<file path="src/rtl/smt_commit_pkg.sv">
package smt_commit_pkg;
    typedef enum logic [2:0] {
        ST_IDLE      = 3'd0,
        ST_RUNNING   = 3'd1,
        ST_SQUASHING = 3'd2,
        ST_TRAP_PEND = 3'd3,
        ST_FTRAP_PEND = 3'd4
    } thr_status_e;

    typedef enum logic [1:0] {
        POL_AGGRESSIVE = 2'd0,
        POL_ROUND_ROBIN = 2'd1,
        POL_OLDEST     = 2'd2,
        POL_RESERVED   = 2'd3
    } commit_policy_e;

    localparam int STATUS_W = 3;
endpackage

</file>
<file path="src/rtl/smt_rr_order.sv">
module smt_rr_order #(
    parameter int NT    = 4,
    parameter int TID_W = 2
) (
    input  logic             clk,
    input  logic             rst_n,
    input  logic [NT-1:0]    elig_i,
    input  logic             advance_i,
    output logic             hit_o,
    output logic [TID_W-1:0] win_tid_o
);
    typedef struct packed {
        logic [NT-1:0][TID_W-1:0] order;
    } rr_state_t;

    rr_state_t        st_d, st_q;
    logic             hit;
    logic [TID_W-1:0] win_tid;
    logic [TID_W-1:0] win_pos;

    always_comb begin
        hit     = 1'b0;
        win_tid = '0;
        win_pos = '0;
        for (int p = 0; p < NT; p++) begin
            if (!hit && elig_i[st_q.order[p]]) begin
                hit     = 1'b1;
                win_tid = st_q.order[p];
                win_pos = TID_W'(p);
            end
        end
        st_d = st_q;
        if (advance_i && hit) begin
            for (int p = 0; p < NT - 1; p++) begin
                if (TID_W'(p) >= win_pos) st_d.order[p] = st_q.order[p+1];
            end
            st_d.order[NT-1] = win_tid;
        end
    end

    always_ff @(posedge clk) begin
        if (!rst_n) begin
            for (int p = 0; p < NT; p++) st_q.order[p] <= TID_W'(p);
        end else begin
            st_q <= st_d;
        end
    end

    assign hit_o     = hit;
    assign win_tid_o = win_tid;

    logic [NT-1:0][NT-1:0] slot_has;
    always_comb begin
        for (int t = 0; t < NT; t++)
            for (int p = 0; p < NT; p++)
                slot_has[t][p] = (st_q.order[p] == TID_W'(t));
    end

    generate
        for (genvar t = 0; t < NT; t++) begin : g_perm

            order_perm_chk: assert property (@(posedge clk) disable iff (!rst_n)
                $countones(slot_has[t]) == 1);
        end
    endgenerate


    rotate_back_chk: assert property (@(posedge clk) disable iff (!rst_n)
        (advance_i && hit) |=> (st_q.order[NT-1] == $past(win_tid)));


    order_hold_chk: assert property (@(posedge clk) disable iff (!rst_n)
        !(advance_i && hit) |=> $stable(st_q));
endmodule

</file>
<file path="src/rtl/smt_oldest_pick.sv">
module smt_oldest_pick #(
    parameter int NT    = 4,
    parameter int SEQ_W = 16,
    parameter int TID_W = 2
) (
    input  logic [NT-1:0]       cand_i,
    input  logic [NT*SEQ_W-1:0] seq_i,
    output logic                hit_o,
    output logic [TID_W-1:0]    tid_o
);
    logic [SEQ_W-1:0] best_seq;

    always_comb begin
        hit_o    = 1'b0;
        tid_o    = '0;
        best_seq = '0;
        for (int t = 0; t < NT; t++) begin
            if (cand_i[t] && (!hit_o || seq_i[t*SEQ_W +: SEQ_W] < best_seq)) begin
                hit_o    = 1'b1;
                tid_o    = TID_W'(t);
                best_seq = seq_i[t*SEQ_W +: SEQ_W];
            end
        end
    end
endmodule

</file>
<file path="src/rtl/smt_commit_select.sv">
module smt_commit_select
    import smt_commit_pkg::*;
#(
    parameter int NUM_THREADS = 4,
    parameter int SEQ_W       = 16,
    localparam int TID_W      = (NUM_THREADS > 1) ? $clog2(NUM_THREADS) : 1
) (
    input  logic                          clk,
    input  logic                          rst_n,
    input  logic [1:0]                    policy_i,
    input  logic [STATUS_W*NUM_THREADS-1:0] thr_status_i,
    input  logic [NUM_THREADS-1:0]        head_ready_i,
    input  logic [NUM_THREADS-1:0]        rob_empty_i,
    input  logic [SEQ_W*NUM_THREADS-1:0]  head_seq_i,
    input  logic                          grant_accept_i,
    output logic                          sel_valid_o,
    output logic [TID_W-1:0]              sel_tid_o
);
    generate
        if (NUM_THREADS == 1) begin : g_single
            logic [STATUS_W-1:0] st0;
            assign st0 = thr_status_i[STATUS_W-1:0];
            assign sel_valid_o = (st0 == ST_IDLE) || (st0 == ST_RUNNING) ||
                                 (st0 == ST_FTRAP_PEND);
            assign sel_tid_o   = '0;
        end else begin : g_multi
            logic [NUM_THREADS-1:0] cand_old, elig_rr;
            logic                   old_hit, rr_hit, rr_adv;
            logic [TID_W-1:0]       old_tid, rr_tid;

            for (genvar t = 0; t < NUM_THREADS; t++) begin : g_elig
                logic [STATUS_W-1:0] st;
                assign st = thr_status_i[t*STATUS_W +: STATUS_W];
                assign cand_old[t] = !rob_empty_i[t] && head_ready_i[t] &&
                    ((st == ST_IDLE) || (st == ST_RUNNING) || (st == ST_FTRAP_PEND));
                assign elig_rr[t]  = head_ready_i[t] &&
                    ((st == ST_IDLE) || (st == ST_RUNNING));
            end

            smt_oldest_pick #(.NT(NUM_THREADS), .SEQ_W(SEQ_W), .TID_W(TID_W)) u_oldest (
                .cand_i (cand_old),
                .seq_i  (head_seq_i),
                .hit_o  (old_hit),
                .tid_o  (old_tid)
            );

            assign rr_adv = grant_accept_i && (policy_i == POL_ROUND_ROBIN);

            smt_rr_order #(.NT(NUM_THREADS), .TID_W(TID_W)) u_rr (
                .clk       (clk),
                .rst_n     (rst_n),
                .elig_i    (elig_rr),
                .advance_i (rr_adv),
                .hit_o     (rr_hit),
                .win_tid_o (rr_tid)
            );

            always_comb begin
                sel_valid_o = 1'b0;
                sel_tid_o   = '0;
                unique case (policy_i)
                    POL_AGGRESSIVE, POL_OLDEST: begin
                        sel_valid_o = old_hit;
                        sel_tid_o   = old_hit ? old_tid : '0;
                    end
                    POL_ROUND_ROBIN: begin
                        sel_valid_o = rr_hit;
                        sel_tid_o   = rr_hit ? rr_tid : '0;
                    end
                    default: ;
                endcase
            end

            for (genvar t = 0; t < NUM_THREADS; t++) begin : g_age

                oldest_seq_chk: assert property (@(posedge clk) disable iff (!rst_n)
                    (sel_valid_o && policy_i != POL_ROUND_ROBIN && cand_old[t]) |->
                    (head_seq_i[sel_tid_o*SEQ_W +: SEQ_W] <= head_seq_i[t*SEQ_W +: SEQ_W]));
            end


            rr_elig_chk: assert property (@(posedge clk) disable iff (!rst_n)
                (sel_valid_o && policy_i == POL_ROUND_ROBIN) |->
                (head_ready_i[sel_tid_o] &&
                 thr_status_i[sel_tid_o*STATUS_W +: STATUS_W] <= ST_RUNNING));


            old_elig_chk: assert property (@(posedge clk) disable iff (!rst_n)
                (sel_valid_o && policy_i != POL_ROUND_ROBIN) |->
                (!rob_empty_i[sel_tid_o] && head_ready_i[sel_tid_o]));
        end
    endgenerate


    reserved_pol_chk: assert property (@(posedge clk) disable iff (!rst_n)
        (NUM_THREADS > 1 && policy_i == POL_RESERVED) |-> !sel_valid_o);


    idle_tid_chk: assert property (@(posedge clk) disable iff (!rst_n)
        !sel_valid_o |-> (sel_tid_o == '0));
endmodule

</file>
<file path="config.mk">
export PLATFORM = sky130hd
export DESIGN_NAME = smt_commit_select
export DESIGN_NICKNAME = d
export VERILOG_FILES = /design/src/rtl/smt_commit_pkg.sv /design/src/rtl/smt_rr_order.sv /design/src/rtl/smt_oldest_pick.sv /design/src/rtl/smt_commit_select.sv
export SDC_FILE = /design/constraint.sdc
export NUM_CORES = 1
export LEC_CHECK = 0
export BUFFER_PORTS_ARGS = -buffer_cell sky130_fd_sc_hd__buf_2
export CAP_MARGIN = 0
export CORE_MARGIN = 2
export CORE_UTILIZATION = 50
export DETAILED_ROUTE_END_ITERATION = 10
export GPL_TIMING_DRIVEN = 0
export HOLD_SLACK_MARGIN = 0.06
export PLACE_DENSITY = 0.81
export SLEW_MARGIN = 10
export SYNTH_ARGS = -nofsm -noshare
export SYNTH_HDL_FRONTEND = slang
export SYNTH_SLANG_ARGS = --single-unit
</file>
<file path="constraint.sdc">
create_clock -name clk -period 16.9 [get_ports clk]
set_input_delay 3.38 -clock clk [delete_from_list [all_inputs] [get_ports clk]]
set_output_delay 3.38 -clock clk [all_outputs]
set_load 0.02 [all_outputs]
</file>
# Yosys cells after proc, flatten, opt, wreduce, memory -nomap -nowiden
# Index checks and enable logic that the tools add are counted.
[word_totals]
register_bits = 8
latch_bits = 0
ram_bits = 0
mem_bits_ro = 0
in_bits = 89
out_inout_bits = 3
wordCells = 107
memories = 0
[classes]
n_addsub = 0
multipliers = 0
div = 0
n_lt_le_gt_ge = 10
n_eq_ne = 10
n_shift = 0
n_mux = 33
n_bitwise = 0
reduce_logical = 50
[op_table]
columns = ["cell", "count"]
rows = [
  ["16-bit less-than comparator", 3],
  ["16-bit 2-to-1 mux", 3],
  ["1-bit logical AND", 20],
  ["2-bit 2-to-1 mux", 10],
  ["1-bit 2-to-1 mux", 14],
  ["3-bit by 1-bit equality test with 1-bit output, second input constant", 4],
  ["3-bit equality test, second input constant", 4],
  ["3-bit zero test", 4],
  ["2-bit by 3-bit less-than comparator with 1-bit output, second input constant", 4],
  ["1-bit logical OR", 11],
  ["1-bit zero test", 10],
  ["1-bit binary-select mux with 2-bit select", 4],
  ["2-bit AND reduction", 3],
  ["1-bit by 2-bit >= comparator with 1-bit output, first input constant", 2],
  ["2-bit case mux with 2 select lines", 1],
  ["2-bit by 1-bit equality test with 1-bit output, second input constant", 1],
  ["2-bit equality test, second input constant", 1],
  ["2-bit >= comparator, first input constant", 1],
  ["2-bit zero test", 1],
  ["1-bit case mux with 2 select lines", 1],
  ["2-bit OR reduction", 1],
]

# Longest topological paths before layout
[logic_depth]
depth_word = 19
mapped_depth = 30
mapped_depth_nobuf = 26

# Modules after synthesis
# Synthesis repeated with hierarchy kept, for this count alone.
[unflattened]
hier_cells = 298
hier_area_um2 = 2304.7
[by_module_without_submodules]
columns = ["mod", "n_inst", "cells_per_inst", "area_per_inst_um2", "seq_area_each_um2"]
rows = [
  ["smt_oldest_pick", 1, 226, 1619.1, 0.0],
  ["smt_rr_order", 1, 53, 536.8, 160.2],
  ["smt_commit_select", 1, 19, 148.9, 0.0],
]

# Worst setup path after synthesis
# Ideal clock, no wire load.
[synth_path]
path_kind = "input to output"
start = "input thr_status_i[2]"
end = "output sel_tid_o[0]"
t_arrival_ns = 9.864
required_ns = 13.520
path_slack_ns = 3.656
stages = 29
path_buffers = 4
path_cell_list = "and2_2 -> nor4b_1 -> buf_4 -> clkbuf_1 -> nand2_1 -> ha_1 -> or4b_1 -> nor4b_2 -> o21ai_1 -> a22oi_1 -> buf_2 -> nor2_1 -> a21oi_1 -> ha_1 -> a211oi_1 -> o22ai_1 -> o41ai_2 -> nand3b_1 -> o21ai_4 -> buf_12 -> mux2_4 -> ha_1 -> a21o_1 -> a21o_1 -> a211oi_1 -> o2111ai_1 -> a31o_2 -> a211oi_1 -> o41a_1"
[synth_between]
elab_chain_len = 19
word_cells_on_any_way = 54
classes_between = "order compare (3); eq/ne (2); mux (29); reduce/logical (20)"
[synth_rtl]
columns = ["element", "line", "source"]
rows = [
  ["from (decl)", "smt_commit_select.sv:11", "input logic [STATUS_W*NUM_THREADS-1:0] thr_status_i,"],
  ["3-bit by 1-bit equality test with 1-bit output or 3-bit zero test (tied branches)", "smt_commit_select.sv:35, smt_commit_select.sv:37", ""],
  ["1-bit logical OR", "smt_commit_select.sv:35, smt_commit_select.sv:37", ""],
  ["1-bit logical OR", "smt_commit_select.sv:35", "((st == ST_IDLE) || (st == ST_RUNNING) || (st == ST_FTRAP_PEND));"],
  ["1-bit logical AND", "smt_commit_select.sv:34", "assign cand_old[t] = !rob_empty_i[t] && head_ready_i[t] &&"],
  ["16-bit 2-to-1 mux or 1-bit 2-to-1 mux (tied branches)", "smt_oldest_pick.sv:18", "if (cand_i[t] && (!hit_o || seq_i[t*SEQ_W +: SEQ_W] < best_seq)) begin"],
  ["16-bit less-than comparator or 1-bit zero test (tied branches)", "smt_oldest_pick.sv:18", ""],
  ["1-bit logical OR", "smt_oldest_pick.sv:18", ""],
  ["1-bit logical AND", "smt_oldest_pick.sv:18", ""],
  ["[... 3 more ...]", "--", ""],
  ["1-bit logical AND", "smt_oldest_pick.sv:18", ""],
  ["16-bit 2-to-1 mux or 1-bit 2-to-1 mux (tied branches)", "smt_oldest_pick.sv:18", ""],
  ["16-bit less-than comparator or 1-bit zero test (tied branches)", "smt_oldest_pick.sv:18", ""],
  ["1-bit logical OR", "smt_oldest_pick.sv:18", ""],
  ["1-bit logical AND", "smt_oldest_pick.sv:18", ""],
  ["2-bit 2-to-1 mux or 1-bit 2-to-1 mux (tied branches)", "smt_oldest_pick.sv:18", ""],
  ["2-bit 2-to-1 mux", "smt_commit_select.sv:64", "sel_tid_o = old_hit ? old_tid : '0;"],
  ["2-bit case mux with 2 select lines *", "smt_commit_select.sv:61", "unique case (policy_i)"],
  ["to (decl)", "smt_commit_select.sv:17", "output logic [TID_W-1:0] sel_tid_o"],
]
# Mark *: on every way between the ends. The rest lies on a longest branch, timed or not. The select of a mux whose other input is x is not followed.

# Worst setup path after layout
# Same ends and word-level chain as after synthesis.

==> out/results.ini <==
[timing]
tns_ps=0
setup_viol=0
slew_violations=0
clock_skew_ps=9.07
max_freq_ghz=0.0676
rsz0062_at_grt=no
finalHoldViolations=0
tightest_slew_ps=797
period_share_pct=87.5
min_period_ps=14790
slew_headroom_pct=46.1

[yosys]
synthesis.area_um2=2440
yosys_warnings=0
synth-seq-cells=8
async_flop_share_pct=0
muxShareOfSynthArea_pct=15.5
yosysSeqAreaShare_pct=6.56
synthSimpleGateAreaFrac_pct=22.4
yosysUniqueCellTypes=64
synth_compound_area_share_pct=27.1
syn_nets=442
synth_top_family_by_area=compound AO/OA/AOI/OAI gates
synthXorXnorAreaFrac_pct=0
syn_inst=308
yosys.area_share.adder_pct=23.1
avgSynthCellArea_um2=7.93
synth_edf_count=0
synth_flop_cell=dfxtp_1

[clocking]
clock_latency_ps=240
post_cts_resized=0
cts-root-buf=clkbuf_8
cts_made_buffers=3
clkTransAtPathRegs_ps=50
cts_tree=yes
clk_path_buf_depth=2
post-cts-setup-buffers=0
cts-htree-levels=1
ctsHoldBuffers=0
cts_sinks=8

[floorplanning]
core_area_um2=4720
dieArea_um2=5460
die_x_um=73.9
start_util_pct=51.7
io_pins=92
fp.dieH_um=73.9
rows=25

[critical_path]
critPathMaxStageDelay_ps=670
timing.rr.start=g_multi.u_rr.st_q[1]
crit_path_end_kind=primary output
worstSetupPathType=input pin to primary output
cp_max_fo=10
worst_path_max_delay_cell=nor4b_1
critical_path_arrival_ps=11410
critPathRequiredTime_ps=13520
critPathLaunchType=input pin
cp-startpoint=thr_status_i[2]

[global_routing]
gr-total-overflow=0
grt_max_degree=11
antenna_found_initial=0
grt_pass1_wl_mm=11.2
grt_pass1_vias=2623
grtUsageTotal_pct=26.0

[layout]
antenna-diode-count=0
largest_register=g_multi.u_rr.st_q
drive_above_1_share_pct=33.8
reg_top3=g_multi.u_rr.st_q: 8 flops
nets=538
layout.cells.most_common=buf_2
regArea_um2=160
area_growth_pct=23.8
final_cell_mix=buf_2, ha_1, nand2_1
largest_register_ffs=8
fillCellCount=417
finish.instance_area_um2=3020
multi_input_area_um2=2150

[place]
postPlaceCellArea_um2=2980
port_buffers=91
dp_hpwl_mm=5.95
routabilityCongestion=0.911

[drt]
drt_wl_total_mm=6.88
drtIter0Drc=164
wl_per_cell_um=14.7
drtPass1Iterations=4
drc=0
via_per_inst=5.83
vias=2735
postRouteAntennaNets=0

[power]
clockPowerShare_pct=22.1
power.switching_w=0.0000413
p_seq_share_pct=18.6
p_per_area_nw_per_um2=35.4
p_leak_nw=1.43
p_comb_share_pct=59.3
max-vdd-ir-drop_v=0.0000314
p_sw_share_pct=38.6
internal-power_w=0.0000657

[worst_hold_path]
hp-class=flop to flop
worstHoldStart=g_multi.u_rr.st_q[4]

[run]
cap_violations=0

[status]
status=finished clean

## per-stage QoR
stage | setup WS [ps] | instances | hold slack, ps | util (%) | power [W]
3_3_place_gp | 2220 | 466 | 537 | 63.1 | 0.0000811
3_5_place_dp | 2260 | 466 | 546 | 63.1 | 0.0000828
5_1_grt | 1570 | 469 | 566 | 64.0 | 0.000116
2_1_floorplan | 3660 | 308 | 493 | - | 0.0000602
6_report | 2110 | 469 | 550 | 64.0 | 0.000107
4_1_cts | 2240 | 469 | 545 | 64.0 | 0.000107
## layer usage
metal	vias to the layer above	wire length, µm	global-route usage [%]
li1	1362	-	-
met1	1248	3050	34.6
met2	111	3220	43.3
met3	14	462	3.29
met4	0	145	8.28
met5	-	0	0
## path summary, 6_finish.rpt
| kind | end | slack, ps | depth (start not counted) |
|---|---|---|---|
| setup reg to reg | g_multi.u_rr.st_q[6] | 14740 | 4 |
| hold / removal | g_multi.u_rr.st_q[2] | 550 | 2 |
| setup / recovery | sel_tid_o[0] | 2110 | 31 |
| hold reg to reg | g_multi.u_rr.st_q[2] | 550 | 2 |
## area by class of cell
| class | instances | area share [%] |
|---|---|---|
| buffer | 6 | 1.74 |
| clock buffer | 3 | 1.37 |
| inverter | 21 | 2.61 |
| multi-input combinational | 273 | 71.1 |
| sequential | 8 | 5.30 |
| tap | 67 | 2.77 |
| timing repair buffer | 91 | 15.1 |
## power groups by stage
stage	Sequential, W	Combinational (W)	Clock (W)
6_report	0.0000199	0.0000635	0.0000237
5_1_grt	0.0000199	0.0000709	0.0000255
4_1_cts	0.0000198	0.0000630	0.0000240
3_5_place_dp	0.0000202	0.0000626	0
3_3_place_gp	0.0000202	0.0000609	0
2_1_floorplan	0.0000200	0.0000402	0
## Yosys cell counts (all sizes together) (2+ instances only)
master / n / share of area [%]
a211o: 2 / 0.82
a211oi: 9 / 2.8
a21o: 9 / 2.8
a21oi: 33 / 7.2
a31o: 2 / 0.72
a31oi: 3 / 0.77
and2: 5 / 1.5
and3: 3 / 0.82
buf: 5 / 2.0
dfxtp: 8 / 6.6
ha: 45 / 23
inv: 21 / 3.2
mux2: 16 / 8.9
mux2i: 7 / 2.9
mux4: 4 / 3.7
nand2: 38 / 5.8
nand2b: 3 / 0.77
nand3b: 2 / 0.61
nand4: 5 / 1.3
nor2: 24 / 3.7
nor2b: 6 / 1.5
nor3: 3 / 0.61
nor3b: 6 / 1.8
nor4b: 3 / 1.3
o211ai: 7 / 2.2
o21ai: 12 / 2.9
o22ai: 2 / 0.51
or3: 2 / 0.56
## cells by family after synthesis
group / after synthesis
and+or+nand+nor: 106
AOI/OAI and AO/OA: 95
adders and majority gates: 45
buffers and inverters: 27
muxes: 27
DFF: 8
## worst max-delay path: cells and delay by family
kind	cells	cell delay [ps]
buffers and inverters	6	1430
AND/OR/NAND/NOR	7	2100
adder cells (fa/ha/maj)	3	700
multiplexers	1	300
AO/OA/AOI/OAI	14	3480
Power figures use the tool's default switching activity.
